`config.mk`:
```
export PLATFORM = sky130hd
export DESIGN_NAME = fifo_cmd_bridge
export DESIGN_NICKNAME = d
export VERILOG_FILES = /design/src/rtl/fcb_pkg.sv /design/src/rtl/fcb_port_mux.sv /design/src/rtl/fifo_cmd_bridge.sv
export SDC_FILE = /design/constraint.sdc
export NUM_CORES = 1
export LEC_CHECK = 0
export BUFFER_PORTS_ARGS = -buffer_cell sky130_fd_sc_hd__buf_2
export CORE_UTILIZATION = 52
export CTS_CLUSTER_DIAMETER = 30
export DETAILED_ROUTE_END_ITERATION = 10
export GPL_TIMING_DRIVEN = 0
export PLACE_DENSITY = 0.87
export RECOVER_POWER = 100
export SLEW_MARGIN = 30
export SYNTH_ARGS = -nofsm -noshare
export SYNTH_HDL_FRONTEND = slang
export SYNTH_HIERARCHICAL = 1
export SYNTH_SLANG_ARGS = --single-unit
```
`constraint.sdc`:
```
create_clock -name clk -period 5.6 [get_ports clk]
set_input_delay 0.28 -clock clk [delete_from_list [all_inputs] [get_ports clk]]
set_output_delay 0.28 -clock clk [all_outputs]
set_load 0.01 [all_outputs]
```
`src/rtl/fcb_pkg.sv`:
```
package fcb_pkg;
    localparam int WORD_W = 16;
    localparam int ADDR_W = 8;

    typedef enum logic [2:0] {
        ST_IDLE,
        ST_COUNT,
        ST_WRITE,
        ST_READ,
        ST_STREAM
    } fcb_state_e;

    localparam logic [7:0] OP_PING   = 8'h01;
    localparam logic [7:0] OP_READ   = 8'h02;
    localparam logic [7:0] OP_WRITE  = 8'h03;
    localparam logic [7:0] OP_POLL   = 8'h04;
    localparam logic [7:0] OP_STREAM = 8'h05;
    localparam logic [7:0] POLL_TAG  = 8'hFF;
endpackage

```
`src/rtl/fcb_port_mux.sv`:
```
module fcb_port_mux #(
    parameter int NPORTS = 4,
    parameter int WORD_W = 16,
    parameter int ADDR_W = 8
) (
    input  logic [ADDR_W-1:0]        sel_addr,
    input  logic                     rd_req,
    input  logic                     wr_req,
    input  logic [NPORTS*WORD_W-1:0] port_rdata,
    input  logic [NPORTS-1:0]        port_ready,
    output logic                     sel_ready,
    output logic [WORD_W-1:0]        sel_rdata,
    output logic [NPORTS-1:0]        port_rstrobe,
    output logic [NPORTS-1:0]        port_wstrobe
);
    logic [NPORTS-1:0] hit;

    for (genvar p = 0; p < NPORTS; p++) begin : g_port
        assign hit[p]          = (sel_addr == ADDR_W'(p));
        assign port_rstrobe[p] = hit[p] & rd_req;
        assign port_wstrobe[p] = hit[p] & wr_req;
    end

    assign sel_ready = |(hit & port_ready);

    always_comb begin
        sel_rdata = '0;
        for (int p = 0; p < NPORTS; p++) begin
            if (hit[p]) sel_rdata = sel_rdata | port_rdata[p*WORD_W +: WORD_W];
        end
    end
endmodule

```
`src/rtl/fifo_cmd_bridge.sv`:
```
module fifo_cmd_bridge
    import fcb_pkg::*;
#(
    parameter int NPORTS = 4
) (
    input  logic                     clk,
    input  logic                     rst_n,
    input  logic [WORD_W-1:0]        cmd_data,
    input  logic                     cmd_empty,
    output logic                     cmd_pop,
    output logic [WORD_W-1:0]        rsp_data,
    output logic                     rsp_push,
    input  logic                     rsp_full,
    output logic [WORD_W-1:0]        port_wdata,
    output logic [NPORTS-1:0]        port_wstrobe,
    input  logic [NPORTS*WORD_W-1:0] port_rdata,
    input  logic [NPORTS-1:0]        port_ready,
    output logic [NPORTS-1:0]        port_rstrobe
);
    localparam int OPC_LSB = WORD_W - 8;

    typedef struct packed {
        fcb_state_e        st;
        logic [ADDR_W-1:0] addr;
        logic [WORD_W-1:0] cnt;
        logic              is_write;
    } regs_t;

    regs_t r_d, r_q;

    logic              rd_req, wr_req, sel_ready;
    logic [WORD_W-1:0] sel_rdata;
    logic [ADDR_W-1:0] sel_addr;
    logic [7:0]        opc;

    assign opc      = cmd_data[WORD_W-1:OPC_LSB];
    assign sel_addr = (r_q.st == ST_IDLE) ? cmd_data[ADDR_W-1:0] : r_q.addr;

    fcb_port_mux #(
        .NPORTS(NPORTS),
        .WORD_W(WORD_W),
        .ADDR_W(ADDR_W)
    ) u_mux (
        .sel_addr    (sel_addr),
        .rd_req      (rd_req),
        .wr_req      (wr_req),
        .port_rdata  (port_rdata),
        .port_ready  (port_ready),
        .sel_ready   (sel_ready),
        .sel_rdata   (sel_rdata),
        .port_rstrobe(port_rstrobe),
        .port_wstrobe(port_wstrobe)
    );

    always_comb begin
        r_d      = r_q;
        cmd_pop  = 1'b0;
        rsp_push = 1'b0;
        rsp_data = '0;
        rd_req   = 1'b0;
        wr_req   = 1'b0;
        unique case (r_q.st)
            ST_IDLE: begin
                if (!cmd_empty) begin
                    case (opc)
                        OP_PING: begin
                            if (!rsp_full) begin
                                cmd_pop  = 1'b1;
                                rsp_push = 1'b1;
                                rsp_data = cmd_data;
                            end
                        end
                        OP_POLL: begin
                            if (!rsp_full) begin
                                cmd_pop  = 1'b1;
                                rsp_push = 1'b1;
                                rsp_data = {POLL_TAG, 7'd0, sel_ready};
                            end
                        end
                        OP_READ, OP_WRITE: begin
                            cmd_pop    = 1'b1;
                            r_d.addr   = cmd_data[ADDR_W-1:0];
                            r_d.is_write = (opc == OP_WRITE);
                            r_d.st     = ST_COUNT;
                        end
                        OP_STREAM: begin
                            cmd_pop  = 1'b1;
                            r_d.addr = cmd_data[ADDR_W-1:0];
                            r_d.st   = ST_STREAM;
                        end
                        default: cmd_pop = 1'b1;
                    endcase
                end
            end
            ST_COUNT: begin
                if (!cmd_empty) begin
                    cmd_pop = 1'b1;
                    r_d.cnt = cmd_data;
                    if (cmd_data == '0)   r_d.st = ST_IDLE;
                    else if (r_q.is_write) r_d.st = ST_WRITE;
                    else                   r_d.st = ST_READ;
                end
            end
            ST_WRITE: begin
                if (!cmd_empty) begin
                    cmd_pop = 1'b1;
                    wr_req  = 1'b1;
                    r_d.cnt = r_q.cnt - 1'b1;
                    if (r_q.cnt == WORD_W'(1)) r_d.st = ST_IDLE;
                end
            end
            ST_READ: begin
                if (sel_ready && !rsp_full) begin
                    rd_req   = 1'b1;
                    rsp_push = 1'b1;
                    rsp_data = sel_rdata;
                    r_d.cnt  = r_q.cnt - 1'b1;
                    if (r_q.cnt == WORD_W'(1)) r_d.st = ST_IDLE;
                end
            end
            ST_STREAM: begin
                if (!cmd_empty) begin
                    cmd_pop = 1'b1;
                    r_d.st  = ST_IDLE;
                end else if (sel_ready && !rsp_full) begin
                    rd_req   = 1'b1;
                    rsp_push = 1'b1;
                    rsp_data = sel_rdata;
                end
            end
            default: r_d.st = ST_IDLE;
        endcase
    end

    assign port_wdata = wr_req ? cmd_data : '0;

    always_ff @(posedge clk or negedge rst_n) begin
        if (!rst_n) begin
            r_q <= '{st: ST_IDLE, addr: '0, cnt: '0, is_write: 1'b0};
        end else begin
            r_q <= r_d;
        end
    end

    a_r1_pop_needs_word: assert property (@(posedge clk) disable iff (!rst_n)
        cmd_pop |-> !cmd_empty);

    a_r10_no_push_when_full: assert property (@(posedge clk) disable iff (!rst_n)
        rsp_push |-> !rsp_full);

    a_r4_rstrobe_pushes_ready: assert property (@(posedge clk) disable iff (!rst_n)
        (|port_rstrobe) |-> (rsp_push && (|(port_rstrobe & port_ready))));

    a_r3_wstrobe_single_pop: assert property (@(posedge clk) disable iff (!rst_n)
        (|port_wstrobe) |-> (cmd_pop && $onehot0(port_wstrobe)));

    a_r4_rstrobe_single: assert property (@(posedge clk) disable iff (!rst_n)
        $onehot0(port_rstrobe));

    a_r7_stop_is_quiet: assert property (@(posedge clk) disable iff (!rst_n)
        (r_q.st == ST_STREAM && !cmd_empty) |-> (cmd_pop && !rsp_push && port_rstrobe == '0));

    a_r8_zero_count_ends: assert property (@(posedge clk) disable iff (!rst_n)
        (r_q.st == ST_COUNT && cmd_pop && cmd_data == '0) |=> (r_q.st == ST_IDLE));
endmodule

```
---- Yosys cells after proc, flatten, opt, wreduce, memory -nomap -nowiden ----
Index checks and enable logic that the tools add are counted.
storage, ports and cells
  bits of input ports ..................... 88
  logic and storage cells ................. 91
  register bits after elaboration ......... 28
  output and inout port bits .............. 42
cells by class
  reductions and logical operators ........ 15
  bitwise operators ....................... 13
  mux-type cells .......................... 39
  equal/unequal tests ..................... 19
  add/subtract/negate cells ............... 1
operators with widths
  cell                     number
  $mux W16                 13
  $pmux W16 S3             2
  $or A16 B16 Y16          3
  $eq A8 B2 Y1 const B     4
  $pmux W16 S2             1
  $pmux W11 S2             1
  $eq A16 B1 Y1 const B    1
  $eq A8 B1 Y1 const B     2
  $eq A8 B3 Y1 const B     2
  $logic_not A16 Y1        1
  $sub A16 B1 Y16 const B  1
  $mux W3                  5
  $pmux W3 S5              1
  $mux W11                 1
  $mux W1                  10
  $ne A2 B2 Y1 const B     5
  $and A1 B1 Y1            8
  $logic_not A8 Y1         1
  $mux W8                  1
  $eq A3 B2 Y1 const B     2
  $reduce_and A3 Y1        2
  $reduce_and A6 Y1        1
  $and A4 B4 Y4            1
  $pmux W1 S2              2
  15 further kinds         16

---- Depth between registers and ports, before layout ----
Gate-level depths: netlist of run 1.
  depth after elaboration ................. 13
  depth in mapped cells ................... 14
  mapped depth without buffers ............ 10

---- Cells and area by module ----
The synthesis of run 1 kept the hierarchy.
modules (own cells, without submodules)
  module           times used  area an instance (um^2)  seq. area each (um^2)  cells an instance
  fifo_cmd_bridge  1           2,192.1                  700.7                  268
  fcb_port_mux     1           705.7                    0.0                    59

---- Least setup slack after synthesis of run 1 ----
OpenSTA, ideal clock, no wires.
  path type ............................... reg2out
  from .................................... reg r_q[26] (netlist name)
  to ...................................... out port_rstrobe[2]
  slack ................................... 2.519 ns
  required time ........................... 5.320 ns
  buffers on the path ..................... 3
  cell stages (with the launch flop) ...... 13
  arrival time ............................ 2.801 ns
  cell sequence ........................... dfrtp_1 -> buf_2 -> or3_4 -> buf_2 -> nand2_1 -> nand2_1 -> nor4_2 -> and3_1 -> nand2b_1 -> a21oi_2 -> buf_2 -> nand2_1 -> nor4_2
on the way
  word-level cells in the longest chain between the ends .. 10
  elaborated cells between the ends (all ways) .. 15
  classes of those cells .................. eq/ne: 5; mux: 4; bitwise: 2; reduce/logical: 4
RTL lines
  element                                     RTL line                                        text
  start: declaration                          fifo_cmd_bridge.sv:29                           regs_t r_d, r_q;
  start signal: assignment                    fifo_cmd_bridge.sv:139                          r_q <= '{st: ST_IDLE, addr: '0, cnt: '0, is_write: 1'b0};
  start signal: assignment                    fifo_cmd_bridge.sv:141                          r_q <= r_d;
  $logic_not A3 Y1 *                          fifo_cmd_bridge.sv:37                           assign sel_addr = (r_q.st == ST_IDLE) ? cmd_data[ADDR_W-1:0] : r_q.addr;
  $mux W8 *                                   fifo_cmd_bridge.sv:37
  named net sel_addr[5]                       fifo_cmd_bridge.sv:33                           logic [ADDR_W-1:0] sel_addr;
  $eq A8 B1 Y1, or another cell as far along  fcb_port_mux.sv:19                              assign hit[p] = (sel_addr == ADDR_W'(p));
  $and A4 B4 Y4 *                             fcb_port_mux.sv:24                              assign sel_ready = |(hit & port_ready);
  $reduce_or A4 Y1 *                          fcb_port_mux.sv:24
  named net sel_ready                         fifo_cmd_bridge.sv:31                           logic rd_req, wr_req, sel_ready;
  $logic_and A1 B1 Y1 *                       fifo_cmd_bridge.sv:113, fifo_cmd_bridge.sv:125
  $mux W1 *                                   fifo_cmd_bridge.sv:113, fifo_cmd_bridge.sv:125
  $mux W1                                     fifo_cmd_bridge.sv:122                          if (!cmd_empty) begin
  $pmux W1 S2 *                               fifo_cmd_bridge.sv:62                           unique case (r_q.st)
  named net rd_req                            fifo_cmd_bridge.sv:31
  $and A1 B1 Y1 *                             fcb_port_mux.sv:20                              assign port_rstrobe[p] = hit[p] & rd_req;
  end: declaration                            fifo_cmd_bridge.sv:18                           output logic [NPORTS-1:0] port_rstrobe
Mark *: on every way through the listed nets, which the timed path passes. The rest lies on a longest branch.

---- Worst setup path after layout of run 1 ----
Ends and elaborated chain as after synthesis.

==> run metrics, run 1 <==
Core ar.=5240 sq um; CTS Hold Bufs=0; DRC violation total after the first TritonRoute iteration=316; CTS root buf=clkbuf_8; setup TNS=0 ps; RD Place Congestion=approximately 0.9; WL/cell=17.1 um; cell row count=26; Diodes inserted=0; Syn Area/Cell=8.86 sq um; Yosys reg bits=28; Reg with most FFs=r_q; H-Tree Depth=1; total grt overflow=0; pre-CTS setup slack=roughly 2000 ps; Final Routed Wirelength=8990 um; total number of vias=3338; antenna violations before repair=0; Slew Limit Headroom=-0.318%; CP required=between 5000 and 6000 ps; die width=76.7 um; DRT Pass-1 Iters=5; post-layout util=approximately 70%; drt drc=0; crit-path max FO=11; Post-Syn Instances=between 300 and 400; I/O pins=130; clock sinks=28; All-Layer GR Usage=between 30 and 40%; IO Port Bufs=126; fin area=3600 sq um; count leader, synth=nand2_1; Worst-path clk slew=~100 ps; final hold vios=0; vias in the first global route=between 3000 and 4000; Die Ht=around 77 um; clk buf depth=2; final antenna-violating net count=0; Area contributors post-synth=dfrtp_1 (24%), mux4_2 (12%), nand2_1 (4.8%); warnings from Yosys=6; Clk Latency, worst-skew pair=280 ps; post-synth net total=417; CTS resizes=0; drt via density=6.33; Largest regs=r_q: 28 flops; largest net degree at the start of global routing=29; proportion of layout cells with a drive suffix above 1=a little over a third; Cell Area, Placed=approximately 3600 sq um; Hold Slack=about 330 ps; register area share after synthesis=24.2%; synth cell count leaders=nand2_1 (37), dfrtp_1 (28), nor2_1 (25); Final #Nets=548; first-pass GRT wire length=approximately 15000 um; Synth async-reset ratio=100%; fin crit period=4560 ps; worst min path class=in -> reg; Main synth FF type=dfrtp_1; CP endpoint kind=output port; Critical Path AT=between 4000 and 5000 ps; Setup Viol. Count Final=0; Synth top area share=about a quarter; worst slew pin tran=1500 ps; Leak=1.65 nW; die area=5880 sq um; Post-CTS Repair Setup Buffers=0; fin crit share=81.4%; final worst slack=~1000 ps; CTS tree=yes; Largest register FFs=28; Critical Path Start Type=flop; Post-synth EDFFs=0; status=complete, but fails checks; Cell Pwr Density=around 380 nW/um^2; top cell type by total area after synthesis=dfrtp_1; Synth Cell Area=roughly 2900 sq um; Fmax=0.219 GHz; failing checks=max-capacitance violations, max-slew violations; HPWL after detailed placement=7000 um; area grow syn2layout=24.3%; critical path class=reg -> out; initial core utilization=55.3%; fillers=458; TritonCTS Buffers=3; peak supply drop=about 220 uV; Setup Skew=around 1.6 ps; RSZ-0062 raised after global routing=no; Max Slew Vio Count=28; Max-Cap Viols=1; Synth cell types=60
[final timing paths]
check / from / endpoint / slack [ps] / cells past startpoint
max reg2reg: r_q[26] / r_q[7] / 1870 / 13
min in group asynchronous: rst_n / r_q[12] / 340 / 1
min: cmd_data[11] / r_q[12] / 330 / 3
min reg2reg: r_q[22] / r_q[22] / 520 / 1
max in group asynchronous: rst_n / r_q[7] / 4380 / 1
max: r_q[26] / port_rstrobe[2] / 1040 / 13
[metrics by stage]
| stage | std cells | total power [mW] |
|---|---|---|
| 6_report | 527 | 1.36 |
| 5_1_grt | 527 | 1.45 |
| 4_1_cts | 527 | 1.36 |
| 3_5_place_dp | 523 | 1.19 |
| 3_3_place_gp | 523 | 1.16 |
| 2_1_floorplan | 327 | 0.951 |
[power by group]
part	switching, mW	leakage (nW)	internal [mW]
Sequential	0.0803	0.354	0.268
Combinational	0.495	1.26	0.353
Clock	0.0665	0.0357	0.0958
Total	0.642	1.65	0.717
[logic make-up (layout without fill, tap and decap cells)]
kind of cell	Yosys count	in the layout	share of synthesized area, %
AOI/OAI and AO/OA	82	82	19.0
DFF	28	28	24.2
muxes	26	26	16.8
buffers and inverters	31	161	5.61
and+or+nand+nor	155	155	32.6
adders and majority gates	3	3	1.21
xor gates and xnor gates	2	2	0.605
[worst max-delay path, stage by stage, from the launching register on]
cell and delay (ps):
dfrtp_1 390, clkbuf_1 230, or3_1 440, clkbuf_1 240
nand2_1 130, nand2_1 70, nor4_1 680, and3_1 310
nand2b_1 100, a21oi_1 550, buf_2 350, nand2_1 130
nor4_2 180, buf_2 180
[placed cells by master, fill, tap and decap left out, drive strengths merged, types with 3 or more instances in the layout]
| master | count |
|---|---|
| buf | 115 |
| clkbuf | 41 |
| nand2 | 37 |
| dfrtp | 28 |
| nor2 | 27 |
| o21ai | 23 |
| and3 | 17 |
| mux4 | 17 |
| and2 | 16 |
| nor4 | 16 |
| a21oi | 14 |
| nor3 | 9 |
| mux2 | 9 |
| nand2b | 7 |
| a22o | 7 |
| a21o | 7 |
| nor3b | 6 |
| a22oi | 5 |
| o22a | 5 |
| a31oi | 4 |
| nand3 | 4 |
| or3 | 4 |
| inv | 3 |
| o21bai | 3 |
| or2 | 3 |
| or4 | 3 |
[area by class of cell]
class                      instances  area (sq um)  area share, %
clock buffer                       3          41.3           1.15
timing repair buffer             126           599           16.6
tap                               70          87.6           2.43
multi-input combinational        268          1990           55.2
inverter                           4          15.0          0.417
sequential                        28           701           19.5
clock inverter                     1          30.0          0.834
buffer                            27           138           3.82
[routing by layer]
metal	up-vias	track usage, %	wire length [um]
met5	-	0	0
met4	0	7.12	205
met3	30	4.64	834
met2	241	52.3	4410
met1	1577	40.3	3540
li1	1490	-	-
No activity file was read; power rests on OpenSTA's default activity.
==> run 2, diff against run 1 <==
Settings changed: CORE_UTILIZATION 52 to 44, PLACE_DENSITY 0.87 to 0.78.
Clock period 5.6 ns to 4 ns, I/O delays scaled along.
==> run metrics, run 2 (same netlist as run 1, synthesis figures left out) <==
status=complete, but fails checks; failing checks=max-capacitance violations, max-slew violations; Worst-path clk slew=100 ps; Critical Path Start Type=flop; reg-to-reg slack, setup=between 500 and 600 ps; Leak=1.67 nW; reg2reg start=r_q[26]; setup TNS=0 ps; drt drc=0; Setup Viol. Count Final=0; clk buf depth=2; Slew Limit Headroom=-5.95%; power share of the sequential group=~26%; Hold Path End=r_q[12]; Die Ht=around 83 um; I/O pins=130; Buf/Inv on CP=4; Fmax=roughly 0.27 GHz; WL/cell=about 17 um; CP endpoint kind=output port; total power=between 1.5 and 2 mW; Int Pwr=0.972 mW; worst min path class=in -> reg; die area=slightly below 7000 sq um; post-layout util=a little under three fifths; TritonCTS Buffers=3; Final Routed Wirelength=around 8900 um; CP required=roughly 3800 ps; antenna violations before repair=0; min-delay src=cmd_data[11]; R2R Path End=r_q[3]; IO Port Bufs=126; fin crit share=between 90% and 100%; worst slew pin tran=1590 ps; H-Tree Depth=1; footprint of the multi-input gates=2020 sq um; Comb power frac=~64%; Diodes inserted=0; Hold Slack=between 200 and 250 ps; Critical Path AT=roughly 3600 ps; die width=about 83 um; clock sinks=28; initial core utilization=a little under half; clock power share=under 10%; total number of vias=about 3300; Reg with most FFs=r_q; proportion of layout cells with a drive suffix above 1=~37%; HPWL after detailed placement=a little over 7000 um; Cell Area, Placed=roughly 3600 sq um; RD Place Congestion=between 0.8 and 0.9; Sequential Area=between 700 and 800 sq um; commonest cells after routing, fill and taps aside=buf_2 (110), nand2_1 (37), clkbuf_1 (33), dfrtp_1 (28), nor2_1 (25); Largest regs=r_q: 28 flops; commonest non-fill, non-tap cell in the layout=buf_2; largest net degree at the start of global routing=29; final hold vios=0; fillers=about 600; hold path cells=3; DRT Pass-1 Iters=5; final antenna-violating net count=0; CTS root buf=clkbuf_8; fin area=roughly 3600 sq um; cells along the critical path=buf_2 -> or3_1 -> buf_2 -> nand2_1 -> nand2_1 -> nor4_4 -> and3_1 -> nand2b_1 -> a21oi_4 -> buf_2 -> nand2_1 -> nor4_2 -> clkbuf_2; critical path class=reg -> out; CP max stage delay=410 ps; All-Layer GR Usage=between 20% and 30%; vias in the first global route=roughly 3100; RSZ-0062 raised after global routing=no; DRC violation total after the first TritonRoute iteration=roughly 180; peak supply drop=~250 uV; Largest register FFs=28; Max Slew Vio Count=29; Max-Cap Viols=1; Clk Latency, worst-skew pair=290 ps; cell row count=29; Switch Pwr=about 0.89 mW; fin crit period=3770 ps; crit-path max FO=11; drt via density=roughly 6; worst r2r path cells=13; slowest stage cell, crit path=nor4_4; Final #Nets=between 500 and 600; Net Sw Frac=around 48%; area grow syn2layout=25.7%; Core ar.=approximately 6300 sq um; critical path's top delay family=simple AND/OR/NAND/NOR gates; CTS tree=yes; first-pass GRT wire length=~15000 um; total grt overflow=0; Setup Skew=~6.3 ps; Cell Pwr Density=512 nW/um^2
## run 2: changes by cell type in the layout (fill, tap and decap cells not counted), moves of 2 or more
cell | previous run | this run
clkbuf_1 | 38 | 33
and2_1 | 6 | 4
and2_0 | 10 | 12
clkbuf_2 | 0 | 3
## run 2: worst max path at each step
stage                        from         endpoint  slack (ps)  cells past startpoint
after global placement    r_q[26]  port_rstrobe[3]         480                     13
after detailed placement  r_q[26]  port_rstrobe[2]         390                     13
after global routing      r_q[26]  port_rstrobe[2]          10                     13
final                     r_q[26]  port_rstrobe[2]         230                     13
after CTS                 r_q[26]  port_rstrobe[2]          60                     13
after floorplan           r_q[26]  port_rstrobe[2]        1000                     12
## run 2: layout make-up
class                      instances  area share (%)
clock buffer                       4            1.51
timing repair buffer             127            16.8
inverter                           4           0.412
buffer                            27            4.09
tap                               77            2.65
multi-input combinational        268            55.3
sequential                        28            19.2
## run 2: metrics by stage
stage	cells	setup WS, ps
2_1_floorplan	327	999
3_3_place_gp	530	480
3_5_place_dp	530	386
4_1_cts	535	60.9
5_1_grt	535	11.1
6_report	535	233
## run 2: worst min-delay path, cell delays in order
cell and delay, ps:
buf_2 100, a32oi_1 50, o21ai_0 130
## run 2: power by group through the flow
stage	sequential, mW	clock [mW]	combinational (mW)
final	0.479	0.185	1.20
after global routing	0.495	0.196	1.32
after CTS	0.476	0.187	1.19
after detailed placement	0.482	0	1.19
after global placement	0.475	0	1.16
after floorplan	0.455	0	0.877
## run 2: timing repair
| item | 4_1_cts | 5_1_grt |
|---|---|---|
| endpoints found under the setup margin | 0 | 5 |
| setup buffers | 0 | 0 |
| resized for setup | 0 | 4 |
| hold endpoints to repair | 28 | 0 |
| hold buffers | 1 | 0 |
## run 2: per-layer routing
metal | vias to the layer above | track usage (%) | routed length, um
met3 | 24 | 2.49 | 444
met1 | 1602 | 35.4 | 3850
met4 | 0 | 8.46 | 220
li1 | 1494 | - | -
met2 | 140 | 44.5 | 4390
met5 | - | 0 | 0
